<file path="src/rtl/simd_alu_pkg.sv">
package simd_alu_pkg;
  typedef enum logic [1:0] {
    LANE_B8  = 2'd0,
    LANE_B16 = 2'd1,
    LANE_B32 = 2'd2,
    LANE_ALT = 2'd3
  } lane_e;

  // log2 of the number of byte slices per lane
  function automatic int lane_log2(input logic [1:0] sel);
    case (lane_e'(sel))
      LANE_B8:  return 0;
      LANE_B16: return 1;
      default:  return 2;
    endcase
  endfunction
endpackage

</file>
<file path="src/rtl/simd_slice_add.sv">
module simd_slice_add #(
  parameter int SLICE_W = 8
) (
  input  logic [SLICE_W-1:0] a,
  input  logic [SLICE_W-1:0] b,
  input  logic               cin,
  output logic [SLICE_W-1:0] sum,
  output logic               cout,
  output logic               sovf
);
  logic [SLICE_W:0] full;

  always_comb begin
    full = {1'b0, a} + {1'b0, b} + {{SLICE_W{1'b0}}, cin};
    sum  = full[SLICE_W-1:0];
    cout = full[SLICE_W];
    sovf = (a[SLICE_W-1] == b[SLICE_W-1]) && (sum[SLICE_W-1] != a[SLICE_W-1]);
  end
endmodule

</file>
<file path="src/rtl/simd_slice_sat.sv">
module simd_slice_sat #(
  parameter int SLICE_W = 8
) (
  input  logic [SLICE_W-1:0] sum,
  input  logic               sat_en,
  input  logic               sat_signed,
  input  logic               op_sub,
  input  logic               is_top,
  input  logic               lane_cout,
  input  logic               lane_sovf,
  input  logic               lane_amsb,
  output logic [SLICE_W-1:0] dout,
  output logic               clamped
);
  localparam logic [SLICE_W-1:0] ONES = '1;
  localparam logic [SLICE_W-1:0] ZERO = '0;
  localparam logic [SLICE_W-1:0] SMAX = {1'b0, {(SLICE_W-1){1'b1}}};
  localparam logic [SLICE_W-1:0] SMIN = {1'b1, {(SLICE_W-1){1'b0}}};

  logic u_over, u_under, s_hit;

  always_comb begin
    u_over  = !op_sub && lane_cout;
    u_under = op_sub && !lane_cout;
    s_hit   = lane_sovf;
    clamped = 1'b0;
    dout    = sum;
    if (sat_en) begin
      if (sat_signed) begin
        if (s_hit) begin
          clamped = 1'b1;
          if (!lane_amsb) dout = is_top ? SMAX : ONES;
          else            dout = is_top ? SMIN : ZERO;
        end
      end else if (u_over) begin
        clamped = 1'b1;
        dout    = ONES;
      end else if (u_under) begin
        clamped = 1'b1;
        dout    = ZERO;
      end
    end
  end
endmodule

</file>
<file path="src/rtl/simd_lane_alu.sv">
module simd_lane_alu #(
  parameter int DATA_W  = 64,
  parameter int SLICE_W = 8
) (
  input  logic                       clk,
  input  logic                       rst,
  input  logic                       in_valid,
  input  logic [DATA_W-1:0]          op_a,
  input  logic [DATA_W-1:0]          op_b,
  input  logic [1:0]                 lane_sel,
  input  logic                       op_sub,
  input  logic                       sat_en,
  input  logic                       sat_signed,
  output logic                       out_valid,
  output logic [DATA_W-1:0]          result,
  output logic [DATA_W/SLICE_W-1:0]  sat_flags
);
  import simd_alu_pkg::*;

  localparam int NSLICE = DATA_W / SLICE_W;

  logic [DATA_W-1:0] b_eff;
  logic [NSLICE-1:0] seg_start, seg_top;
  logic [NSLICE-1:0] carry_in, carry_out, s_ovf, a_msb;
  logic [NSLICE-1:0] lane_cout, lane_sovf, lane_amsb;
  logic [NSLICE-1:0] clamp_c;
  logic [DATA_W-1:0] sum_c, res_c;
  int                span_mask;

  assign b_eff = op_sub ? ~op_b : op_b;

  // lane edge detection and lane-top broadcast
  always_comb begin
    span_mask = (1 << lane_log2(lane_sel)) - 1;
    for (int i = 0; i < NSLICE; i++) begin
      seg_start[i] = ((i & span_mask) == 0);
      seg_top[i]   = ((i & span_mask) == span_mask);
    end
    for (int j = 0; j < NSLICE; j++) begin
      lane_cout[j] = carry_out[j | span_mask];
      lane_sovf[j] = s_ovf[j | span_mask];
      lane_amsb[j] = a_msb[j | span_mask];
    end
  end

  for (genvar g = 0; g < NSLICE; g++) begin : g_slice
    if (g == 0) begin : g_first
      assign carry_in[g] = op_sub;
    end else begin : g_rest
      assign carry_in[g] = seg_start[g] ? op_sub : carry_out[g-1];
    end

    assign a_msb[g] = op_a[g*SLICE_W + SLICE_W - 1];

    simd_slice_add #(.SLICE_W(SLICE_W)) u_add (
      .a    (op_a[g*SLICE_W +: SLICE_W]),
      .b    (b_eff[g*SLICE_W +: SLICE_W]),
      .cin  (carry_in[g]),
      .sum  (sum_c[g*SLICE_W +: SLICE_W]),
      .cout (carry_out[g]),
      .sovf (s_ovf[g])
    );

    simd_slice_sat #(.SLICE_W(SLICE_W)) u_sat (
      .sum        (sum_c[g*SLICE_W +: SLICE_W]),
      .sat_en     (sat_en),
      .sat_signed (sat_signed),
      .op_sub     (op_sub),
      .is_top     (seg_top[g]),
      .lane_cout  (lane_cout[g]),
      .lane_sovf  (lane_sovf[g]),
      .lane_amsb  (lane_amsb[g]),
      .dout       (res_c[g*SLICE_W +: SLICE_W]),
      .clamped    (clamp_c[g])
    );
  end

  always_ff @(posedge clk) begin
    if (rst) begin
      out_valid <= 1'b0;
      result    <= '0;
      sat_flags <= '0;
    end else begin
      out_valid <= in_valid;
      if (in_valid) begin
        result    <= res_c;
        sat_flags <= clamp_c;
      end
    end
  end
endmodule

</file>
<file path="config.mk">
export PLATFORM = sky130hd
export DESIGN_NAME = simd_lane_alu
export DESIGN_NICKNAME = d
export VERILOG_FILES = /design/src/rtl/simd_alu_pkg.sv /design/src/rtl/simd_slice_add.sv /design/src/rtl/simd_slice_sat.sv /design/src/rtl/simd_lane_alu.sv
export SDC_FILE = /design/constraint.sdc
export NUM_CORES = 1
export LEC_CHECK = 0
export BUFFER_PORTS_ARGS = -buffer_cell sky130_fd_sc_hd__buf_4
export CORE_ASPECT_RATIO = 0.9
export CORE_MARGIN = 3
export CORE_UTILIZATION = 49
export DETAILED_ROUTE_END_ITERATION = 10
export PLACE_DENSITY = 0.78
export SYNTH_ARGS = -nofsm -noshare
export SYNTH_HDL_FRONTEND = slang
export SYNTH_SLANG_ARGS = --single-unit
</file>
<file path="constraint.sdc">
create_clock -name clk -period 10.59 [get_ports clk]
set_input_delay 1.5885 -clock clk [delete_from_list [all_inputs] [get_ports clk]]
set_output_delay 1.5885 -clock clk [all_outputs]
set_load 0.01 [all_outputs]
</file>
==> run_results.csv, run 1 <==
group,metric,value,unit
timing,min_period,10.10,ns
job,cap_viol_max_count,0,
timing,final.setup.tns,0,ns
min_path,hold_path.class,"reg -> reg",
floorplanning,fp.coreArea,15100,µm²
floorplanning,initial_core_util,51.3,%
yosys,yosysUniqueCellTypes,92,
yosys,synth_fp_nets,1203,
yosys,postSynth.asyncResetShare,0,%
cts,numCtsBuffers,9,
route,via_count,8369,
critical_path,crit_slowest_cell,"fa_1",
yosys,ys_ff_latch,73,
route,dr.pass1.iters,5,
yosys,netlist_area,7740,µm²
yosys,ys_seq_area_share,18.9,%
route,viasPerCell,6.11,
floorplanning,die_w,138,µm
yosys,synth-edff-count,0,
critical_path,cp.required,10.83,ns
timing,skew,0,ns
timing,tightest_slew,0.815,ns
route,met2RoutedLength,11100,µm
timing,setup_viol,0,
cells_and_area,nNetsFinal,1389,
grt,grt_pass1_wl,40500,µm
power,p_leak,0.00441,µW
cells_and_area,syn2layout_area_growth,27.0,%
power,powerDensity,132,nW/µm²
critical_path,crit_fanout,6,
grt,grt_pass1_vias,7968,
cts,root_buffer,"clkbuf_16",
placed_design,place_congestion,0.929,
route,dr.first_iter.drc_count,872,
grt,overflow,0,
critical_path,reg2reg_from,"result[1]",
route,wl_per_cell,18.7,µm
cts,htree_levels,3,
critical_path,path_class,"in -> reg",
critical_path,crit_path_start_kind,"primary input",
power,ir_drop,0.0000846,V
cells_and_area,n_fill_cell,1291,
cts,cts_buffer_depth,2,
cells_and_area,finalInstanceArea,9820,µm²
route,routed_wl,25600,µm
floorplanning,die_y,125,µm
critical_path,end_kind,"flop",
critical_path,crit_arrival,10.35,ns
floorplanning,rows,42,
yosys,ys.flop_type,"dfxtp_1",
cts,numClockSinks,73,
route,topRoutingLayerUsed,"met4",
grt,grt_max_degree,48,
min_path,holdCritStartpoint,"result[57]",
cells_and_area,drive_gt1_share,24.3,%
timing,fin_hold_ws,0.460,ns
timing,slew_headroom,45.1,%
placed_design,placed_cell_area,9470,µm²
route,drc_errors,0,
placed_design,numPortBuffers,208,
floorplanning,die-area,17300,µm²
cells_and_area,insertedDiodeCount,0,
critical_path,cp_common_cell,"fa_1",
timing,hold_viol_final,0,
grt,antenna_found_initial,0,
route,routed-wl-met3,2560,µm
yosys,yosys_warnings,0,
run_status,status,"finished, final reports clean",
yosys,netlist_instances,981,
yosys,avgSynthCellArea,7.89,µm²
floorplanning,num_io_pins,209,
timing,fin_crit_sh,95.4,%
cts,cts_tree,"done",
placed_design,dp_hpwl,19300,µm
timing,final-max-slew-violation-count,0,
critical_path,critical_path.max_stage_delay,0.45,ns
grt,grtUsageTotal,28.1,%
cts,clk_pin_slew,0.06,ns
route,wirelength_met1,11400,µm
critical_path,startpoint,"op_sub",
timing,max_freq,99.0,MHz
cts,clock_latency,0.35,ns
route,ant_nets,0,
[metrics by stage]
| step | total power [µW] | utilization, % | cells | setup WS (ns) |
|---|---|---|---|---|
| global placement | 959 | 62.8 | 1354 | 0.0552 |
| floorplan | 753 | - | 981 | 0.0791 |
| detailed placement | 968 | 62.8 | 1354 | -0.262 |
| CTS | 1280 | 64.8 | 1370 | 0.0966 |
| global route | 1380 | 65.1 | 1370 | -0.00753 |
| finish | 1300 | 65.1 | 1370 | 0.486 |
[power by group]
group          switching [µW]  leakage, µW  internal [µW]
Combinational             354      0.00367            292
Sequential               25.9     0.000603            313
Clock                     129     0.000142            188
[flip-flops by register name, summed over array words and instances, names as in the netlist]
register	count
out_valid	1
result	64
sat_flags	8
[cell families after synthesis]
family | after synthesis | synth area share, %
buffers and inverters | 86 | 4.29
other | 2 | 0.0971
flip-flops | 73 | 18.9
AND/OR/NAND/NOR | 278 | 16.7
XOR/XNOR | 111 | 12.6
AO/OA/AOI/OAI | 331 | 30.0
multiplexers | 14 | 2.12
adder cells (fa/ha/maj) | 86 | 15.4
[worst paths after layout]
kind         slack, ns  cells after the start    endpoint
max               0.49                     39  result[52]
max reg2reg       9.21                      5   result[1]
min               0.46                      2  result[57]
min reg2reg       0.46                      2  result[57]
[critical path, delay by kind of cell]
kind / cells / cell delay (ns)
compound gates: 24 / 4.49
simple gates: 3 / 0.46
buf+inv: 2 / 0.21
fa+ha+maj: 9 / 3.41
xor+xnor: 1 / 0.18
[synthesized netlist by cell type, types with 14 or more instances]
library cell  number  area, µm²
nand3_1           21        105
nand2_1           80        300
clkbuf_1          38        143
a211oi_1          19        143
a21oi_1           78        390
a21o_1            14        105
ha_1              71        888
xnor2_1           29        254
nor3_1            26        130
nor2_1            88        330
fa_1              15        300
a31oi_1           16        100
o21ai_0           69        345
inv_1             38        143
xor2_1            82        718
dfxtp_1           73       1460
[placed cells by master (no fill, tap or decap), drive strengths merged, types with 8 or more instances in the layout]
cell | synthesis | final
a21oi | 80 | 80
buf | 7 | 221
and2 | 9 | 9
mux2i | 11 | 11
inv | 38 | 38
or2 | 8 | 8
a221o | 10 | 10
clkbuf | 38 | 11
xor2 | 82 | 82
a21o | 15 | 15
nand3 | 21 | 21
fa | 15 | 15
ha | 71 | 71
o21bai | 9 | 9
o21ai | 72 | 72
nor2 | 88 | 88
o211ai | 11 | 11
nor2b | 11 | 11
o22ai | 13 | 13
a211oi | 20 | 20
nor4 | 8 | 8
xnor2 | 29 | 29
dfxtp | 73 | 73
nor3 | 26 | 26
nand2 | 80 | 80
a31oi | 17 | 17
[routing by layer]
layer / up-vias / global-route usage [%]
met4: 0 / 6.97
met5: - / 0
met1: 3874 / 39.1
met2: 475 / 43.7
met3: 53 / 7.29
li1: 3967 / -
[repair_timing]
| item | CTS | global route |
|---|---|---|
| hold buffers | 0 | 0 |
| gates resized for setup | 0 | 14 |
| setup endpoints to repair | 0 | 32 |
| setup buffers | 0 | 0 |
[final cells by class]
class / count / area (µm²) / area share [%]
clock buffer: 11 / 243 / 2.47
clock inverter: 5 / 55.1 / 0.561
inverter: 40 / 150 / 1.53
multi-input combinational: 822 / 6010 / 61.1
sequential: 73 / 1460 / 14.9
tap: 198 / 248 / 2.52
timing repair buffer: 221 / 1660 / 16.9
(Power assumes the default switching activity.)
==> inputs of run 2 (changes only) <==
--- a/config.mk
+++ b/config.mk
@@ -5,12 +5,14 @@
 export SDC_FILE = /design/constraint.sdc
 export NUM_CORES = 1
 export LEC_CHECK = 0
+export ABC_AREA = 1
 export BUFFER_PORTS_ARGS = -buffer_cell sky130_fd_sc_hd__buf_4
 export CORE_ASPECT_RATIO = 0.9
-export CORE_MARGIN = 3
-export CORE_UTILIZATION = 49
+export CORE_MARGIN = 4
+export CORE_UTILIZATION = 50
 export DETAILED_ROUTE_END_ITERATION = 10
-export PLACE_DENSITY = 0.78
+export GPL_TIMING_DRIVEN = 0
+export PLACE_DENSITY = 0.79
 export SYNTH_ARGS = -nofsm -noshare
 export SYNTH_HDL_FRONTEND = slang
 export SYNTH_SLANG_ARGS = --single-unit
==> run_results.csv, run 2 <==
group,metric,value,unit
critical_path,rr_worst_depth,4,
grt,grt_pass1_wl,43300,µm
critical_path,reg2reg_slack,9.75,ns
grt,grt_pass1_vias,8516,
yosys,postSynth.asyncResetShare,0,%
floorplanning,die-area,18200,µm²
cts,numClockSinks,73,
critical_path,end_kind,"flop",
route,drc_errors,0,
job,cap_viol_max_count,0,
cells_and_area,fin_cells,1657,
min_path,hold_path.class,"reg -> reg",
cells_and_area,final_cell_mix,"nand2_1, buf_4, inv_1, a21oi_1, xor2_1",
cts,cts_buffer_depth,2,
placed_design,placed_cell_area,9870,µm²
cells_and_area,n_fill_cell,1469,
critical_path,crit_arrival,10.21,ns
placed_design,placedCellCount,1640,
placed_design,dp_hpwl,22800,µm
timing,fin_crit_sh,94.5,%
power,powerDensity,128,nW/µm²
cts,numCtsBuffers,9,
timing,max_freq,100,MHz
cells_and_area,top_regs,"result (64), sat_flags (8), out_valid (1)",
power,p_leak,0.00539,µW
critical_path,crit_family,"adder cells",
timing,tightest_slew,0.783,ns
timing,skew,0,ns
min_path,holdPathStages,2,
route,ant_nets,0,
cts,clock_latency,0.35,ns
yosys,yosys-top-cells-count,"nand2_1, inv_1, a21oi_1",
cts,clk_pin_slew,0.06,ns
cells_and_area,final_util,65.7,%
timing,setup_viol,0,
route,via_count,9117,
cts,cts_tree,"done",
critical_path,crit_path_start_kind,"primary input",
yosys,synth_top_area_cell,"dfxtp_1",
cts,root_buffer,"clkbuf_16",
timing,final-max-slew-violation-count,0,
cells_and_area,finalInstanceArea,10200,µm²
timing,slew_headroom,47.8,%
route,viasPerCell,5.50,
cells_and_area,nNetsFinal,1672,
floorplanning,die_y,128,µm
floorplanning,fp.coreArea,15600,µm²
min_path,holdCritStartpoint,"result[45]",
yosys,yosys-top-cells-area,"dfxtp_1, nand2_1, ha_1",
cells_and_area,final_common_cell,"nand2_1",
timing,min_period,10.00,ns
grt,antenna_found_initial,0,
critical_path,path_class,"in -> reg",
cells_and_area,insertedDiodeCount,0,
min_path,min_to,"result[45]",
placed_design,numPortBuffers,207,
critical_path,cp.required,10.79,ns
yosys,avgSynthCellArea,6.55,µm²
yosys,synth_fp_nets,1453,
cells_and_area,drive_gt1_share,22.2,%
cells_and_area,largest_register_ff_count,64,
critical_path,critical_path.max_stage_delay,0.41,ns
critical_path,crit_slowest_cell,"fa_1",
grt,grt_max_degree,14,
floorplanning,num_io_pins,209,
route,wl_per_cell,17.1,µm
yosys,synth.most_common_cell,"nand2_1",
yosys,ys.flop_type,"dfxtp_1",
yosys,yosys_warnings,0,
grt,overflow,0,
grt,grtUsageTotal,30.0,%
critical_path,r2r_end,"result[42]",
cells_and_area,top_register,"result",
cts,htree_levels,3,
floorplanning,rows,43,
run_status,status,"finished, final reports clean",
yosys,ys_ff_latch,73,
floorplanning,die_w,142,µm
critical_path,reg2reg_from,"result[42]",
yosys,synth_top_area_share,18.1,%
critical_path,crit_fanout,10,
timing,hold_viol_final,0,
yosys,ys_seq_area_share,18.1,%
yosys,synth-edff-count,0,
yosys,netlist_instances,1231,
route,dr.pass1.iters,6,
yosys,yosysUniqueCellTypes,48,
floorplanning,initial_core_util,51.7,%
cells_and_area,syn2layout_area_growth,27.0,%
timing,fin_hold_ws,0.467,ns
critical_path,worst-path-stages,61,
critical_path,cp_common_cell,"nand2_1",
yosys,netlist_area,8070,µm²
route,dr.first_iter.drc_count,868,
power,p_total,1310,µW
critical_path,crit_buf_inv,8,
route,routed_wl,28400,µm
placed_design,place_congestion,1.01,
power,ir_drop,0.0000888,V
==> run 2: logic make-up (layout without fill, tap and decap cells) <==
logic type                 after synthesis  after routing  share of synthesized area [%]
DFF                                     73             73                           18.1
xor gates and xnor gates                99             99                           10.8
other                                    2              2                         0.0931
buffers and inverters                  177            401                           8.78
adders and majority gates               86             86                           14.7
AOI/OAI and AO/OA                      244            244                           17.4
and+or+nand+nor                        550            550                           30.1
==> run 2: worst max-delay path by stage <==
stage	startpoint	to	slack [ns]
finish	op_sub	result[34]	0.59
global route	op_sub	result[37]	-0.001
CTS	op_sub	result[37]	0.03
detailed placement	op_sub	result[37]	-1.17
global placement	op_sub	result[37]	-1.01
floorplan	op_sub	result[37]	1.17
==> run 2: layout make-up <==
type | count | area (µm²) | area share, %
multi-input cells | 981 | 5940 | 58.0
well taps | 202 | 253 | 2.47
inverters | 132 | 495 | 4.84
clock inverters | 4 | 51.3 | 0.501
clock buffers | 12 | 246 | 2.41
plain buffers | 45 | 234 | 2.28
repair buffers | 208 | 1560 | 15.2
flip-flops and latches | 73 | 1460 | 14.3
==> run 2: per-layer routing <==
| layer | up-vias | wire [µm] | GRT usage [%] | share of wire (%) |
|---|---|---|---|---|
| met4 | 0 | 831 | 10.1 | 2.9 |
| li1 | 4464 | - | - | - |
| met2 | 450 | 12500 | 46.6 | 44 |
| met1 | 4147 | 11900 | 40.4 | 42 |
| met5 | - | 0 | 0 | 0 |
| met3 | 56 | 3250 | 8.25 | 11 |
==> run 2: worst min-delay path, stage by stage, from the launching register on <==
cell,delay [ns]
dfxtp_1,0.31
nand2_1,0.06
a21oi_1,0.05
==> run 2: power breakdown <==
| group | total [µW] | internal [µW] | switching [µW] | leakage (µW) |
|---|---|---|---|---|
| Sequential | 329 | 309 | 20.1 | 0.000602 |
| Combinational | 662 | 269 | 393 | 0.00464 |
| Clock | 320 | 190 | 130 | 0.000143 |
| Total | 1310 | 767 | 543 | 0.00539 |
==> run 2: per-stage QoR <==
step	TNS, ns	worst slack, ns
after global routing	-0.00118	-0.00118
after floorplan	0	1.17
final	0	0.586
after detailed placement	-26.52	-1.17
after CTS	0	0.0299
after global placement	-20.29	-1.01
==> run 2: repair_timing <==
action | 4_1_cts | 5_1_grt
pin swaps | 0 | 5
buffers inserted | 0 | 1
resized for setup | 6 | 20
endpoints found under the setup margin | 33 | 32
gates cloned | 0 | 0
hold buffers | 0 | 0
endpoints found under the hold margin | 0 | 0
